--- src/rtl/seg_loader_pkg.sv ---
package seg_loader_pkg;
  localparam int BYTE_W = 8;
  localparam int NIB_W  = 4;

  function automatic logic [BYTE_W-1:0] rev_byte(input logic [BYTE_W-1:0] b);
    logic [BYTE_W-1:0] r;
    for (int i = 0; i < BYTE_W; i++) r[i] = b[BYTE_W-1-i];
    return r;
  endfunction
endpackage

--- src/rtl/seg_loader_ctrl.sv ---
module seg_loader_ctrl #(
  parameter int SLOTS = 30,
  parameter int CNT_W = 5
) (
  input  logic             clk,
  input  logic             rst_n,
  input  logic             lp,
  input  logic             en_in,
  input  logic             wr,
  output logic             accept,
  output logic [CNT_W-1:0] slot,
  output logic             chain_n
);
  localparam logic [CNT_W-1:0] LAST = CNT_W'(SLOTS - 1);

  logic             armed_q, armed_d;
  logic             sel_q, sel_d;
  logic             done_q, done_d;
  logic [CNT_W-1:0] cnt_q, cnt_d;

  assign accept  = !lp && (sel_q || (armed_q && !en_in));
  assign slot    = cnt_q;
  assign chain_n = !done_q;

  always_comb begin
    armed_d = armed_q;
    sel_d   = sel_q;
    cnt_d   = cnt_q;
    done_d  = 1'b0;
    if (lp) begin
      armed_d = 1'b1;
      sel_d   = 1'b0;
      cnt_d   = '0;
    end else begin
      if (accept) begin
        sel_d   = 1'b1;
        armed_d = 1'b0;
      end
      if (wr) begin
        if (cnt_q == LAST) begin
          cnt_d  = '0;
          sel_d  = 1'b0;
          done_d = 1'b1;
        end else begin
          cnt_d = cnt_q + 1'b1;
        end
      end
    end
  end

  always_ff @(posedge clk or negedge rst_n) begin
    if (!rst_n) begin
      armed_q <= 1'b0;
      sel_q   <= 1'b0;
      done_q  <= 1'b0;
      cnt_q   <= '0;
    end else begin
      armed_q <= armed_d;
      sel_q   <= sel_d;
      done_q  <= done_d;
      cnt_q   <= cnt_d;
    end
  end
endmodule

--- src/rtl/seg_loader_pack.sv ---
module seg_loader_pack
  import seg_loader_pkg::*;
(
  input  logic              clk,
  input  logic              rst_n,
  input  logic              lp,
  input  logic              accept,
  input  logic              nibble_mode,
  input  logic [BYTE_W-1:0] din,
  output logic              wr,
  output logic [BYTE_W-1:0] wdata
);
  logic             half_q, half_d;
  logic [NIB_W-1:0] nib_q;
  logic             nib_en;

  assign wr     = accept && (!nibble_mode || half_q);
  assign wdata  = nibble_mode ? {din[NIB_W-1:0], nib_q} : din;
  assign nib_en = accept && nibble_mode && !half_q;

  always_comb begin
    half_d = half_q;
    if (lp)          half_d = 1'b0;
    else if (accept) half_d = nibble_mode ? !half_q : 1'b0;
  end

  always_ff @(posedge clk or negedge rst_n) begin
    if (!rst_n) begin
      half_q <= 1'b0;
      nib_q  <= '0;
    end else begin
      half_q <= half_d;
      if (nib_en) nib_q <= din[NIB_W-1:0];
    end
  end
endmodule

--- src/rtl/seg_loader_latch.sv ---
module seg_loader_latch
  import seg_loader_pkg::*;
#(
  parameter int SLOTS = 30,
  parameter int CNT_W = 5
) (
  input  logic                    clk,
  input  logic                    rst_n,
  input  logic                    wr,
  input  logic [CNT_W-1:0]        slot,
  input  logic                    fill_fwd,
  input  logic [BYTE_W-1:0]       wdata,
  output logic [SLOTS*BYTE_W-1:0] q
);
  logic [BYTE_W-1:0] wdata_rev;
  assign wdata_rev = rev_byte(wdata);

  for (genvar g = 0; g < SLOTS; g++) begin : g_grp
    logic              hit;
    logic [BYTE_W-1:0] grp_q;
    assign hit = fill_fwd ? (slot == CNT_W'(g)) : (slot == CNT_W'(SLOTS - 1 - g));

    always_ff @(posedge clk or negedge rst_n) begin
      if (!rst_n)          grp_q <= '0;
      else if (wr && hit)  grp_q <= fill_fwd ? wdata : wdata_rev;
    end
    assign q[g*BYTE_W +: BYTE_W] = grp_q;
  end
endmodule

--- src/rtl/seg_loader.sv ---
module seg_loader
  import seg_loader_pkg::*;
#(
  parameter int LATCH_BITS = 240
) (
  input  logic                  clk,
  input  logic                  rst_n,
  input  logic                  lp,
  input  logic                  nibble_mode,
  input  logic                  fill_fwd,
  input  logic [BYTE_W-1:0]     din,
  input  logic                  en1_in,
  output logic                  en1_out,
  output logic                  en1_oe,
  input  logic                  en2_in,
  output logic                  en2_out,
  output logic                  en2_oe,
  output logic [LATCH_BITS-1:0] latch_q
);
  localparam int SLOTS = LATCH_BITS / BYTE_W;
  localparam int CNT_W = $clog2(SLOTS + 1);

  logic [1:0]        rst_pipe;
  logic              rst_sync_n;
  logic              en_in;
  logic              accept;
  logic              wr;
  logic              chain_n;
  logic [CNT_W-1:0]  slot;
  logic [BYTE_W-1:0] wdata;

  always_ff @(posedge clk or negedge rst_n) begin
    if (!rst_n) rst_pipe <= 2'b00;
    else        rst_pipe <= {rst_pipe[0], 1'b1};
  end
  assign rst_sync_n = rst_pipe[1];

  assign en_in   = fill_fwd ? en1_in : en2_in;
  assign en1_oe  = !fill_fwd;
  assign en2_oe  = fill_fwd;
  assign en1_out = chain_n;
  assign en2_out = chain_n;

  seg_loader_ctrl #(.SLOTS(SLOTS), .CNT_W(CNT_W)) u_ctrl (
    .clk(clk), .rst_n(rst_sync_n), .lp(lp), .en_in(en_in), .wr(wr),
    .accept(accept), .slot(slot), .chain_n(chain_n)
  );

  seg_loader_pack u_pack (
    .clk(clk), .rst_n(rst_sync_n), .lp(lp), .accept(accept),
    .nibble_mode(nibble_mode), .din(din), .wr(wr), .wdata(wdata)
  );

  seg_loader_latch #(.SLOTS(SLOTS), .CNT_W(CNT_W)) u_latch (
    .clk(clk), .rst_n(rst_sync_n), .wr(wr), .slot(slot),
    .fill_fwd(fill_fwd), .wdata(wdata), .q(latch_q)
  );
endmodule

--- config.mk ---
export PLATFORM = sky130hd
export DESIGN_NAME = seg_loader
export DESIGN_NICKNAME = d
export VERILOG_FILES = /design/src/rtl/seg_loader_pkg.sv /design/src/rtl/seg_loader_ctrl.sv /design/src/rtl/seg_loader_pack.sv /design/src/rtl/seg_loader_latch.sv /design/src/rtl/seg_loader.sv
export SDC_FILE = /design/constraint.sdc
export NUM_CORES = 1
export LEC_CHECK = 0
export ABC_CLOCK_PERIOD_IN_PS = 20600
export BUFFER_PORTS_ARGS = -buffer_cell sky130_fd_sc_hd__buf_2
export CORE_UTILIZATION = 58
export DETAILED_ROUTE_END_ITERATION = 16
export PLACE_DENSITY = 0.83
export RECOVER_POWER = 50
export SLEW_MARGIN = 10
export SYNTH_ARGS = -nofsm -noshare
export SYNTH_HDL_FRONTEND = slang
export SYNTH_SLANG_ARGS = --single-unit
--- constraint.sdc ---
create_clock -name clk -period 20.6 [get_ports clk]
set_input_delay 4.12 -clock clk [delete_from_list [all_inputs] [get_ports clk]]
set_output_delay 4.12 -clock clk [all_outputs]
set_load 0.02 [all_outputs]
==> impl_metrics.prom <==
# TYPE chip_impl_metric gauge
chip_impl_info{name="status",value="finished, violations left"} 1
chip_impl_info{name="violations",value="max-capacitance violations, max-slew violations"} 1
chip_impl_metric{name="placement.io_buffers",unit=""} 258
chip_impl_info{name="cts_tree",value="yes"} 1
chip_impl_metric{name="initial_utilization",unit="%"} 59.3
chip_impl_metric{name="totalNegativeSetupSlack",unit="ns"} 0
chip_impl_metric{name="seq_area",unit="mm2"} 0.00638
chip_impl_info{name="cts_root_buf",value="sky130_fd_sc_hd__clkbuf_16"} 1
chip_impl_metric{name="syn_area_per_cell",unit="um2"} 15.9
chip_impl_info{name="timing_worst_setup_path_type",value="in -> out"} 1
chip_impl_metric{name="antenna_found_initial",unit=""} 3
chip_impl_metric{name="slew-limit-headroom",unit="%"} -184
chip_impl_info{name="worst_setup_end_kind",value="output port"} 1
chip_impl_metric{name="power_density",unit="mW/mm2"} 94.8
chip_impl_metric{name="synth_cell_types",unit=""} 48
chip_impl_metric{name="die_y",unit="um"} 140
chip_impl_metric{name="ys.warnings.count",unit=""} 0
chip_impl_metric{name="max-vdd-ir-drop",unit="uV"} 67.2
chip_impl_metric{name="worst-endpoint-required",unit="ns"} 16.48
chip_impl_metric{name="dieArea",unit="mm2"} 0.0197
chip_impl_metric{name="synth_cells",unit=""} 697
chip_impl_metric{name="clk_path_buf_depth",unit=""} 3
chip_impl_metric{name="rr_worst_depth",unit=""} 2
chip_impl_info{name="r2r-end",value="u_latch.g_grp[4].grp_q[7]$_DFFE_PN0P_"} 1
chip_impl_metric{name="num_io_pins",unit=""} 259
chip_impl_metric{name="synth.yosys.seq_area_share",unit="%"} 57.5
chip_impl_metric{name="cts_buffers",unit=""} 27
chip_impl_metric{name="tightestPinTransition",unit="ns"} 4.26
chip_impl_metric{name="worst_setup_hold_path_clk_slew",unit="ns"} 0.06
chip_impl_metric{name="cp.arrival",unit="ns"} 5.46
chip_impl_info{name="worst_r2r_startpoint",value="rst_pipe[1]$_DFF_PN0_"} 1
chip_impl_metric{name="timing_hold_violations_final",unit=""} 0
chip_impl_metric{name="cts_hold_buffers",unit=""} 0
chip_impl_metric{name="detailedPlacementHpwl",unit="um"} 16300
chip_impl_info{name="worst_hold_path_type",value="reg -> async"} 1
chip_impl_metric{name="grt_use_total",unit="%"} 26.2
chip_impl_metric{name="design.core.area",unit="mm2"} 0.0187
chip_impl_metric{name="routed_wire_length_per_instance",unit="um"} 21.1
chip_impl_metric{name="clk_latency",unit="ns"} 0.53
chip_impl_metric{name="drc",unit=""} 0
chip_impl_metric{name="fin_cells",unit=""} 1195
chip_impl_metric{name="vias_in_the_first_global_route",unit=""} 6819
chip_impl_metric{name="area_share_of_the_leading_cell_type_in_the_synthesized_netlist",unit="%"} 57.5
chip_impl_metric{name="synth.cell_area",unit="mm2"} 0.0111
chip_impl_metric{name="ant_nets",unit=""} 0
chip_impl_info{name="synth_area_leaders",value="sky130_fd_sc_hd__dfrtp_1 (57%), sky130_fd_sc_hd__mux2_1 (16%), sky130_fd_sc_hd__mux2_4 (9.7%)"} 1
chip_impl_info{name="timing.critical_path.from_type",value="primary input"} 1
chip_impl_metric{name="rows",unit=""} 50
chip_impl_metric{name="final_max_slew_viol_count",unit=""} 244
chip_impl_metric{name="cp_max_fo",unit=""} 26
chip_impl_metric{name="gr-total-overflow",unit=""} 0
chip_impl_info{name="unrepaired_setup_endpoints_after_global_routing",value="false"} 1
chip_impl_metric{name="cts.repair_timing.setup_buffer_count",unit=""} 0
chip_impl_metric{name="fp.dieW",unit="um"} 140
chip_impl_metric{name="tritoncts_num_sinks",unit=""} 255
chip_impl_metric{name="post-route-util",unit="%"} 70.4
chip_impl_metric{name="multi_input_comb_area",unit="mm2"} 0.00440
chip_impl_metric{name="first_pass_grt_wire_length",unit="um"} 39800
chip_impl_metric{name="postCtsResizedCells",unit=""} 0
chip_impl_metric{name="via_count",unit=""} 6724
chip_impl_metric{name="worst-r2r-setup-slack",unit="ns"} 12.97
chip_impl_metric{name="yosys_register_bits",unit=""} 255
chip_impl_metric{name="timing.fmax",unit="MHz"} 104
chip_impl_metric{name="layout_min_cycle_time",unit="ns"} 9.58
chip_impl_metric{name="h_tree_depth",unit=""} 1
chip_impl_metric{name="routed_via_density",unit=""} 5.63
chip_impl_metric{name="fin_skew",unit="ns"} 0.0188
chip_impl_metric{name="dr.first_iter.drc_count",unit=""} 236
chip_impl_metric{name="placed_cells_incl_taps",unit=""} 1146
chip_impl_metric{name="max_cap_violations",unit=""} 3
chip_impl_metric{name="filler_cell_count",unit=""} 1317
chip_impl_metric{name="static_leakage",unit="nW"} 7.00
chip_impl_metric{name="gp_congestion",unit=""} 0.820
chip_impl_metric{name="grt_max_degree",unit=""} 83
chip_impl_metric{name="finalSetupViolations",unit=""} 0
chip_impl_metric{name="final_nets",unit=""} 961
chip_impl_metric{name="timing.final.crit_share",unit="%"} 46.5
chip_impl_metric{name="area_grow_syn2layout",unit="%"} 18.6
chip_impl_metric{name="routed_wl",unit="um"} 25200
chip_impl_metric{name="detail_route.first_pass.iterations",unit=""} 4
chip_impl_info{name="yosys.area.top_type",value="sky130_fd_sc_hd__dfrtp_1"} 1
chip_impl_metric{name="synth_fp_nets",unit=""} 717
chip_impl_metric{name="final_layout_size_suffix_gt1_share",unit="%"} 32.7
[metrics by stage]
step	power [W]	area, um2	setup slack, ns	hold slack [ns]
after floorplan	0.000704	11100	11.95	0.331
after global placement	0.000767	12400	11.60	0.169
after detailed placement	0.000775	12400	11.56	0.174
after CTS	0.00126	13300	11.55	0.177
after global routing	0.00129	13200	10.86	0.293
final	0.00125	13200	11.02	0.225
[placed cells by master (no fill, tap or decap), drive strengths merged, types with 3 or more instances in the layout]
master and n:
o22ai 24, nand3b 4, dfrtp 255, or2 3, clkbuf 160, and3 9, mux2i 5, clkinv 5
mux4 8, inv 8, buf 141, nand2 17, bufinv 3, o211ai 3, nand2b 9, o21ai 3
nor2 3, mux2 244, nand3 28, ha 5, nor3 5
[metal layers]
metal	GRT usage [%]	wire length [um]	vias up	part of all wire, %
met1	34.8	10800	3479	43
met2	44.0	12500	215	49
met5	0	13	-	0.052
met4	5.84	335	2	1.3
li1	-	-	3005	-
met3	6.15	1620	23	6.4
[power breakdown]
| part | total (W) | switching, W | leakage (nW) | internal, W |
|---|---|---|---|---|
| Combinational | 0.000196 | 0.000131 | 3.06 | 0.0000654 |
| Clock | 0.000487 | 0.000189 | 0.448 | 0.000298 |
| Sequential | 0.000564 | 0.0000240 | 3.49 | 0.000540 |
| Total | 0.00125 | 0.000344 | 7.00 | 0.000904 |
[synthesized netlist by cell type, drive strengths merged]
master  number
or2          3
nor3         5
a21oi        2
and3         9
a21o         1
inv          7
nand3       28
and4b        1
a221oi       1
nand4        2
mux2       244
nand2       17
nor2         3
nand2b       9
o211ai       3
dfrtp      255
mux4         8
o22ai       24
a211oi       1
ha           5
buf         23
mux2i        5
nand3b       4
a31o         1
o31ai        2
o32a         1
nor2b        1
a211o        1
clkbuf      25
o21ai        3
conb         1
or3b         2
[flip-flops by register name, summed over array words and instances (netlist names)]
signal	cells
u_ctrl.done_q	1
u_ctrl.armed_q	1
u_latch.g_grp.grp_q	240
rst_pipe	2
u_pack.nib_q	4
u_pack.half_q	1
u_ctrl.sel_q	1
u_ctrl.slot	5
[worst max path at each step]
| stage | startpoint | to | slack [ns] | cells after the start |
|---|---|---|---|---|
| floorplan | fill_fwd | en1_oe | 11.95 | 3 |
| global placement | fill_fwd | en1_oe | 11.60 | 3 |
| detailed placement | fill_fwd | en1_oe | 11.56 | 3 |
| CTS | fill_fwd | en1_oe | 11.55 | 3 |
| global route | fill_fwd | en1_oe | 10.86 | 3 |
| finish | fill_fwd | en1_oe | 11.02 | 3 |
[logic make-up after synthesis]
family | share of synthesized area (%)
AND/OR/NAND/NOR | 6.83
other | 0.0338
adder cells (fa/ha/maj) | 0.564
flip-flops | 57.5
multiplexers | 29.4
buffers and inverters | 2.78
AO/OA/AOI/OAI | 2.86
[layout make-up]
| type | count | area share [%] |
|---|---|---|
| multi-input combinational | 387 | 33.4 |
| clock inverter | 9 | 0.941 |
| sequential | 255 | 48.5 |
| tap | 234 | 2.22 |
| antenna | 2 | 0.0380 |
| clock buffer | 38 | 5.90 |
| timing repair buffer | 263 | 8.87 |
| inverter | 7 | 0.200 |
[critical path: stages]
cell	delay, ns
sky130_fd_sc_hd__clkbuf_1	0.89
sky130_fd_sc_hd__inv_1	0.21
sky130_fd_sc_hd__buf_2	0.23
Note: power is estimated with default switching activity, not from simulation.
